===== src/rtl/tblprot_pkg.sv =====
package tblprot_pkg;
  typedef enum logic [1:0] {
    KIND_WRLOCK = 2'b00,
    KIND_RDGUARD = 2'b01,
    KIND_CODELOCK = 2'b10,
    KIND_NONE = 2'b11
  } prot_kind_e;

  localparam int unsigned NUM_KINDS = 3;
endpackage


===== src/rtl/tblprot_rst_sync.sv =====
module tblprot_rst_sync (
  input  logic clk,
  input  logic rst_n,
  output logic rst_core_n
);
  logic [1:0] sync_q;

  always_ff @(posedge clk or negedge rst_n) begin
    if (!rst_n) begin
      sync_q <= 2'b00;
    end else begin
      sync_q <= {sync_q[0], 1'b1};
    end
  end

  assign rst_core_n = sync_q[1];
endmodule


===== src/rtl/tblprot_region_dec.sv =====
module tblprot_region_dec #(
  parameter int unsigned ADDR_W    = 24,
  parameter int unsigned BOOT_TOP  = 32'h200,
  parameter int unsigned BLK_SHIFT = 13,
  parameter int unsigned NUM_USER  = 3,
  localparam int unsigned NUM_REG  = NUM_USER + 1,
  localparam int unsigned REG_W    = (NUM_REG > 1) ? $clog2(NUM_REG) : 1,
  localparam int unsigned IDX_W    = ADDR_W - BLK_SHIFT
) (
  input  logic [ADDR_W-1:0] addr,
  output logic [REG_W-1:0]  region,
  output logic              in_map
);
  logic [IDX_W-1:0] blk_idx;
  logic             is_boot;
  logic             is_user;

  assign blk_idx = addr[ADDR_W-1:BLK_SHIFT];
  assign is_boot = (addr < ADDR_W'(BOOT_TOP));
  assign is_user = (blk_idx < IDX_W'(NUM_USER));

  always_comb begin
    region = '0;
    in_map = 1'b0;
    if (is_boot) begin
      region = '0;
      in_map = 1'b1;
    end else if (is_user) begin
      region = REG_W'(blk_idx) + REG_W'(1);
      in_map = 1'b1;
    end
  end
endmodule


===== src/rtl/tblprot_flag_store.sv =====
module tblprot_flag_store
  import tblprot_pkg::*;
#(
  parameter int unsigned NUM_REG = 4
) (
  input  logic               clk,
  input  logic               rst_n,
  input  logic               cfg_wr_en,
  input  logic [1:0]         cfg_kind,
  input  logic [NUM_REG-1:0] cfg_wdata,
  input  logic               erase_req,
  input  logic               erase_ext,
  output logic [NUM_REG-1:0] flags_wr,
  output logic [NUM_REG-1:0] flags_rd,
  output logic [NUM_REG-1:0] flags_cp
);
  logic [NUM_KINDS-1:0][NUM_REG-1:0] flag_q;
  logic [NUM_KINDS-1:0][NUM_REG-1:0] flag_d;
  logic [NUM_KINDS-1:0]              flag_en;
  logic                              erase_go;

  assign erase_go = erase_req & erase_ext;

  for (genvar k = 0; k < NUM_KINDS; k++) begin : g_kind
    logic sel;
    assign sel = cfg_wr_en & (cfg_kind == 2'(k));

    always_comb begin
      flag_en[k] = erase_go | sel;
      if (erase_go) begin
        flag_d[k] = '1;
      end else begin
        flag_d[k] = flag_q[k] & cfg_wdata;
      end
    end

    always_ff @(posedge clk or negedge rst_n) begin
      if (!rst_n) begin
        flag_q[k] <= '1;
      end else if (flag_en[k]) begin
        flag_q[k] <= flag_d[k];
      end
    end
  end

  assign flags_wr = flag_q[KIND_WRLOCK];
  assign flags_rd = flag_q[KIND_RDGUARD];
  assign flags_cp = flag_q[KIND_CODELOCK];
endmodule


===== src/rtl/tblprot_perm.sv =====
module tblprot_perm #(
  parameter int unsigned NUM_REG = 4,
  localparam int unsigned REG_W  = (NUM_REG > 1) ? $clog2(NUM_REG) : 1
) (
  input  logic [REG_W-1:0]   tgt_region,
  input  logic               tgt_in_map,
  input  logic [REG_W-1:0]   pc_region,
  input  logic               pc_in_map,
  input  logic               ext,
  input  logic [NUM_REG-1:0] flags_wr,
  input  logic [NUM_REG-1:0] flags_rd,
  input  logic [NUM_REG-1:0] flags_cp,
  output logic               rd_ok,
  output logic               wr_ok
);
  logic same_region;
  logic f_wr, f_rd, f_cp;

  assign f_wr = flags_wr[tgt_region];
  assign f_rd = flags_rd[tgt_region];
  assign f_cp = flags_cp[tgt_region];
  assign same_region = pc_in_map & (pc_region == tgt_region);

  always_comb begin
    rd_ok = 1'b1;
    wr_ok = 1'b1;
    if (tgt_in_map) begin
      if (ext) begin
        rd_ok = f_cp;
        wr_ok = f_cp;
      end else begin
        rd_ok = f_rd | same_region;
        wr_ok = f_wr;
      end
    end
  end
endmodule


===== src/rtl/tblprot_unit.sv =====
module tblprot_unit #(
  parameter int unsigned ADDR_W    = 24,
  parameter int unsigned DATA_W    = 8,
  parameter int unsigned BOOT_TOP  = 32'h200,
  parameter int unsigned BLK_SHIFT = 13,
  parameter int unsigned NUM_USER  = 3,
  localparam int unsigned NUM_REG  = NUM_USER + 1,
  localparam int unsigned REG_W    = (NUM_REG > 1) ? $clog2(NUM_REG) : 1
) (
  input  logic               clk,
  input  logic               rst_n,
  input  logic               acc_valid,
  input  logic               acc_write,
  input  logic               acc_ext,
  input  logic [ADDR_W-1:0]  acc_addr,
  input  logic [ADDR_W-1:0]  acc_pc,
  input  logic [DATA_W-1:0]  rd_raw,
  output logic [DATA_W-1:0]  rd_out,
  output logic               wr_allow,
  output logic               wr_err,
  input  logic               cfg_wr_en,
  input  logic [1:0]         cfg_kind,
  input  logic [NUM_REG-1:0] cfg_wdata,
  input  logic               erase_req,
  input  logic               erase_ext,
  output logic [NUM_REG-1:0] prot_wr,
  output logic [NUM_REG-1:0] prot_rd,
  output logic [NUM_REG-1:0] prot_cp
);
  logic             rst_core_n;
  logic [REG_W-1:0] tgt_region, pc_region;
  logic             tgt_in_map, pc_in_map;
  logic             rd_ok, wr_ok;
  logic             err_d, err_q;

  tblprot_rst_sync u_rst (
    .clk        (clk),
    .rst_n      (rst_n),
    .rst_core_n (rst_core_n)
  );

  tblprot_region_dec #(
    .ADDR_W(ADDR_W), .BOOT_TOP(BOOT_TOP), .BLK_SHIFT(BLK_SHIFT), .NUM_USER(NUM_USER)
  ) u_dec_tgt (
    .addr   (acc_addr),
    .region (tgt_region),
    .in_map (tgt_in_map)
  );

  tblprot_region_dec #(
    .ADDR_W(ADDR_W), .BOOT_TOP(BOOT_TOP), .BLK_SHIFT(BLK_SHIFT), .NUM_USER(NUM_USER)
  ) u_dec_pc (
    .addr   (acc_pc),
    .region (pc_region),
    .in_map (pc_in_map)
  );

  tblprot_flag_store #(.NUM_REG(NUM_REG)) u_flags (
    .clk       (clk),
    .rst_n     (rst_core_n),
    .cfg_wr_en (cfg_wr_en),
    .cfg_kind  (cfg_kind),
    .cfg_wdata (cfg_wdata),
    .erase_req (erase_req),
    .erase_ext (erase_ext),
    .flags_wr  (prot_wr),
    .flags_rd  (prot_rd),
    .flags_cp  (prot_cp)
  );

  tblprot_perm #(.NUM_REG(NUM_REG)) u_perm (
    .tgt_region (tgt_region),
    .tgt_in_map (tgt_in_map),
    .pc_region  (pc_region),
    .pc_in_map  (pc_in_map),
    .ext        (acc_ext),
    .flags_wr   (prot_wr),
    .flags_rd   (prot_rd),
    .flags_cp   (prot_cp),
    .rd_ok      (rd_ok),
    .wr_ok      (wr_ok)
  );

  assign rd_out   = rd_ok ? rd_raw : '0;
  assign wr_allow = acc_valid & acc_write & wr_ok;
  assign err_d    = acc_valid & acc_write & ~wr_ok;

  always_ff @(posedge clk or negedge rst_core_n) begin
    if (!rst_core_n) begin
      err_q <= 1'b0;
    end else begin
      err_q <= err_d;
    end
  end

  assign wr_err = err_q;
endmodule


===== config.mk =====
export PLATFORM = sky130hd
export DESIGN_NAME = tblprot_unit
export DESIGN_NICKNAME = d
export VERILOG_FILES = /design/src/rtl/tblprot_pkg.sv /design/src/rtl/tblprot_rst_sync.sv /design/src/rtl/tblprot_region_dec.sv /design/src/rtl/tblprot_flag_store.sv /design/src/rtl/tblprot_perm.sv /design/src/rtl/tblprot_unit.sv
export SDC_FILE = /design/constraint.sdc
export NUM_CORES = 1
export LEC_CHECK = 0
export BUFFER_PORTS_ARGS = -buffer_cell sky130_fd_sc_hd__clkbuf_2
export CAP_MARGIN = 25
export CORE_MARGIN = 2
export CORE_UTILIZATION = 38
export CTS_BUF_LIST = sky130_fd_sc_hd__clkbuf_4
export CTS_CLUSTER_SIZE = 30
export DETAILED_ROUTE_END_ITERATION = 8
export PLACE_DENSITY = 0.82
export SLEW_MARGIN = 10
export SYNTH_ARGS = -nofsm -noshare
export SYNTH_HDL_FRONTEND = slang
export SYNTH_SLANG_ARGS = --single-unit

===== constraint.sdc =====
create_clock -name clk -period 1.5 [get_ports clk]
set_input_delay 0 -clock clk [delete_from_list [all_inputs] [get_ports clk]]
set_output_delay 0 -clock clk [all_outputs]
set_load 0.05 [all_outputs]

* After elaboration in Yosys (flattened, before gate mapping)
Index checks and enable logic that the tools add are counted.
Widths: inputs -> output; s select.
** Word-level totals
- Logic and storage cells :: 54
- Register bits :: 15
- Input bits :: 70
** Cells by class
- Equal/unequal tests :: 3
- Bitwise gates (word level) :: 16
- $lt $le $gt $ge :: 5
- Reductions and logical operators :: 1
- $add $sub $neg :: 2
- Multiplexer cells :: 22
** Operator list (count)
- $lt 24x10->1 const B :: 2
- $lt 11x2->1 const B :: 2
- $and 4x4->4 :: 3
- $mux 4 :: 3
- $mux 1 :: 11
- $and 1x1->1 :: 8
- $mux 2 :: 4
- $mux 8 :: 1
- $bmux 1 s2 :: 3
- $add 2x1->2 const B :: 2
- $or 1x1->1 :: 4
- $lt 2x3->1 const B :: 1
- $eq 2x1->1 const B :: 1
- $eq 2x2->1 :: 1
- $eq 2x2->1 const B :: 1
- $logic_not 2->1 :: 1
- $not 1->1 :: 1

* Logic depth before layout (Yosys ltp)
- Depth in word-level cells :: 9
- Mapped depth :: 7
- Gate-level depth less buffers :: 6

* Hierarchy
A second synthesis with hierarchy kept.
** Second synthesis, totals
- Cell total of the unflattened synthesis :: 85
- Area total of the unflattened synthesis :: 903.4 µm²
** Modules (own cells, without submodules)
- tblprot_flag_store :: times used 1, seq. area each 315.3 µm², area an instance 489.2 µm², cells each 33
- tblprot_perm :: times used 1, seq. area each 0.0 µm², area an instance 162.7 µm², cells each 18
- tblprot_region_dec :: times used 2, seq. area each 0.0 µm², area an instance 53.8 µm², cells each 10
- tblprot_unit :: times used 1, seq. area each 25.0 µm², area an instance 90.1 µm², cells each 11
- tblprot_rst_sync :: times used 1, seq. area each 50.0 µm², area an instance 53.8 µm², cells each 3

* Worst setup path after synthesis
No wires, ideal clock.
- Kind :: reg2out
- Start point :: register u_flags.flag_q, in the netlist u_flags.flags_cp[0]
- End point :: output rd_out[0]
- Required time :: 1.500 ns
- Arrival :: 2.000 ns
- Slack :: -0.500 ns
- Cell stages (with the launch flop) :: 5
- Cells stage by stage :: dfstp_2 -> o21ai_0 -> a31oi_2 -> a221oi_4 -> a21boi_1
** On the way
- Word-level cells in the longest chain between the ends :: 5
** Ends and longest elaborated chain
- start, declared :: line tblprot_flag_store.sv:17 : logic [NUM_KINDS-1:0][NUM_REG-1:0] flag_q;
- start signal, assigned by index :: line tblprot_flag_store.sv:41 : flag_q[k] <= flag_d[k];
- $bmux 1 s2 :: line tblprot_perm.sv:21 : assign f_cp = flags_cp[tgt_region];
- $mux 1 (implied by the code) :: line tblprot_perm.sv:21
- $mux 1 :: line tblprot_perm.sv:28 : if (ext) begin
- $mux 1 :: line tblprot_perm.sv:27 : if (tgt_in_map) begin
- $mux 8 :: line tblprot_unit.sv:84 : assign rd_out = rd_ok ? rd_raw : '0;
- end, declared :: line tblprot_unit.sv:18 : output logic [DATA_W-1:0] rd_out,
No other way between the ends. The select of a mux whose other input is x is not followed.

* Worst setup path after layout
- Start point :: input acc_addr[18]
- End point :: output rd_out[1]
** On the way
- Word-level cells in the longest chain between the ends :: 9
** Ends and longest elaborated chain
- start, declared :: line tblprot_unit.sv:15 : input logic [ADDR_W-1:0] acc_addr,
- branches (longest 7 deep; another with $lt 24x10->1)
- $mux 1 (*) :: line tblprot_perm.sv:27
- $mux 8 (*) :: line tblprot_unit.sv:84
Mark *: on every way between the ends. The select of a mux whose other input is x is not followed.

==> flow_summary_export.csv <==
group,metric,value,unit
status,status,"finished with violations",
status,violations,"setup timing",
power_and_ir_drop,p_seq_share,40.6,%
die,io_pins,92,
timing,fmax,0.506,GHz
clocking,clock_sinks,15,
logic_synthesis,yosysTopAreaCell,"dfstp_2",
timing,drv_slew,0,
place,place.detailed.hpwl,2440,um
grt,overflow,0,
power_and_ir_drop,internal-power,772,uW
logic_synthesis,syn-num-nets,170,
die,dieHeight,55.5,um
die,core_area,2500,sq um
grt,antenna_found_initial,0,
clocking,cts_htree_levels,1,
timing,final-hold-violation-count,0,
detailed_routing,drc,0,
logic_synthesis,syn_area_per_cell,10.1,sq um
detailed_routing,ant_nets,0,
detailed_routing,num_vias,1243,
die,initial_core_util,40.4,%
detailed_routing,drt_first_pass_iters,4,
timing,tightest_slew,0.535,ns
grt,grt_max_degree,14,
clocking,worstSkewPairLatency,0.27,ns
final_layout,drive_above_1_share,69.6,%
die,die_w,55.5,um
timing,finClkSkew,0.00294,ns
grt,grt_pass1_wl,5260,um
final_layout,fillers,194,
die,core.rowCount,18,
logic_synthesis,synth_cell_types,36,
logic_synthesis,syn_inst,100,
final_layout,area_growth,82.0,%
timing,hold_slack,0.00460,ns
clocking,cts_tree,"done",
logic_synthesis,synth_area_leaders,"dfstp_2, dfrtp_1, o21ai_0",
clocking,clkTransAtPathRegs,0.08,ns
timing,slew_headroom,63.9,%
run,maxCapViolations,0,
final_layout,nets,265,
logic_synthesis,synthFlopType,"dfstp_2",
final_layout,post-route-util,73.5,%
detailed_routing,viasPerCell,5.55,
timing,fin_ws,-0.475,ns
power_and_ir_drop,clockPowerShare,19.5,%
detailed_routing,wl_per_cell,16.1,um
detailed_routing,drt-initial-drc-count,43,
setup_path,crit_type,"in -> out",
grt,grt.total_usage,20.9,%
power_and_ir_drop,vdd_drop_max,0.640,mV
timing,fin_crit_sh,132,%
place,place_area,1550,sq um
logic_synthesis,ys_seq_area_share,38.7,%
setup_path,startpoint_type,"input port",
final_layout,finalInstanceArea,1840,sq um
hold_path,min_path_type,"in -> reg",
setup_path,worstPathMaxFanout,8,
logic_synthesis,yosys-top-cells-count,"nand2_1, o21ai_0, dfstp_2",
logic_synthesis,synth_edf_count,0,
die,die_area,3090,sq um
logic_synthesis,async_flop_share,100,%
logic_synthesis,synthesis.area,1010,sq um
power_and_ir_drop,cellPowerDensity,659,nW/um^2
place,post-place-ws,-0.594,ns
power_and_ir_drop,p_leak,0.863,nW
power_and_ir_drop,power.total,1.21,mW
timing,finalSetupViolCount,10,
final_layout,antennaDiodeCount,0,
logic_synthesis,yosysWarnings,0,
logic_synthesis,synth_top_area_share,31.2,%
logic_synthesis,yosysMostFrequentCell,"nand2_1",
logic_synthesis,ys_ff_latch,15,
timing,grt_setup_unrepaired,"yes",
power_and_ir_drop,pwr-share-comb,39.9,%
setup_path,endpoint_kind,"primary output",
clocking,clk_path_buf_depth,2,
timing,fin_crit,1.98,ns
place,io_buffers,73,
clocking,clockRootBuffer,"clkbuf_4",
detailed_routing,routed_wl,3600,um
grt,grt_pass1_vias,1184,
setup_path,required,1.50,ns
clocking,cts_buffers,3,
power_and_ir_drop,switchingPower,439,uW
place,gp_congestion,0.830,
setup_path,cp.arrival,1.98,ns
power_and_ir_drop,swShare,36.3,%
## layout by cell type, fill, tap and decap left out, drive strengths merged, types with 2 or more instances in the layout
cell type | netlist | layout
a21boi | 8 | 8
buf | 1 | 25
or4 | 3 | 3
a21oi | 5 | 5
nand3b | 3 | 3
dfstp | 12 | 12
o211ai | 2 | 2
mux2 | 2 | 2
nor4 | 4 | 4
nor2 | 3 | 3
dlygate4sd3 | 0 | 4
nand2 | 17 | 17
mux2i | 4 | 4
o21ai | 14 | 14
nor3 | 3 | 3
dfrtp | 3 | 3
clkbuf | 1 | 67
nor3b | 2 | 2
## timing repair
| action | CTS | global route |
|---|---|---|
| setup buffers | 1 | 1 |
| pin swaps | 12 | 8 |
| gates resized for setup | 20 | 23 |
| gates cloned | 0 | 0 |
| hold buffers | 4 | 0 |
| endpoints found under the setup margin | 10 | 10 |
| endpoints found under the hold margin | 8 | 0 |
## per-layer routing
layer  routed length, um  up-vias  global-route usage [%]  part of all wire [%]
met1                1360      608                    25.1                    38
met4                  67        0                    6.27                   1.9
met5                   0        -                       0                     0
met2                1950       67                    38.4                    54
li1                    -      560                       -                     -
met3                 229        8                    2.58                   6.4
## through the flow
stage,setup TNS (ns),std cells
2_1_floorplan,-1.88,100
3_3_place_gp,-4.28,214
3_5_place_dp,-5.16,214
4_1_cts,-3.07,223
5_1_grt,-5.10,224
6_report,-3.97,224
## path summary, 6_finish.rpt
path	startpoint	end	slack, ns	cells after the start
max	acc_addr[18]	rd_out[1]	-0.48	9
min	cfg_wdata[2]	u_flags.flags_rd[2]$_DFFE_PN1P_	0.005	3
max reg2reg	u_flags.flags_cp[1]$_DFFE_PN1P_	wr_err$_DFF_PN0_	0.05	4
min reg2reg	u_rst.sync_q[1]$_DFF_PN0_	wr_err$_DFF_PN0_	0.20	0
max in group asynchronous	u_rst.sync_q[1]$_DFF_PN0_	u_flags.flags_rd[3]$_DFFE_PN1P_	0.94	0
min in group asynchronous	rst_n	u_rst.sync_q[0]$_DFF_PN0_	0.03	2
## sequential cells by signal (all words and copies together) (netlist names)
signal,count
u_flags.flags_rd,4
u_flags.flags_wr,4
u_rst.sync_q,2
u_flags.flags_cp,4
wr_err,1
## worst max-delay path: stages
cell,delay (ns)
buf_6,0.09
nor4_4,0.32
nand3_2,0.19
nor4b_1,0.55
o211a_1,0.22
o21ai_2,0.08
buf_12,0.17
a21boi_4,0.17
buf_8,0.17
## cells by family after synthesis
group | synth area share (%)
XOR/XNOR | 1.61
other | 0.371
multiplexers | 6.57
buffers and inverters | 1.49
AO/OA/AOI/OAI | 22.6
flip-flops | 38.7
AND/OR/NAND/NOR | 28.7
## power groups by stage
stage	registers (mW)	clock network [mW]	logic [mW]
global route	0.497	0.267	0.509
floorplan	0.607	0	0.141
CTS	0.489	0.245	0.450
global placement	0.494	0	0.405
finish	0.492	0.236	0.484
detailed placement	0.495	0	0.414
## final cells by class
cell class	count	area (sq um)	share of cell area, %
clock buffer	4	30.0	1.63
timing repair buffer	92	639	34.8
multi-input combinational	82	737	40.1
sequential	15	390	21.2
tap	30	37.5	2.04
inverter	1	3.75	0.204
Note: power is estimated with default switching activity, not from simulation.
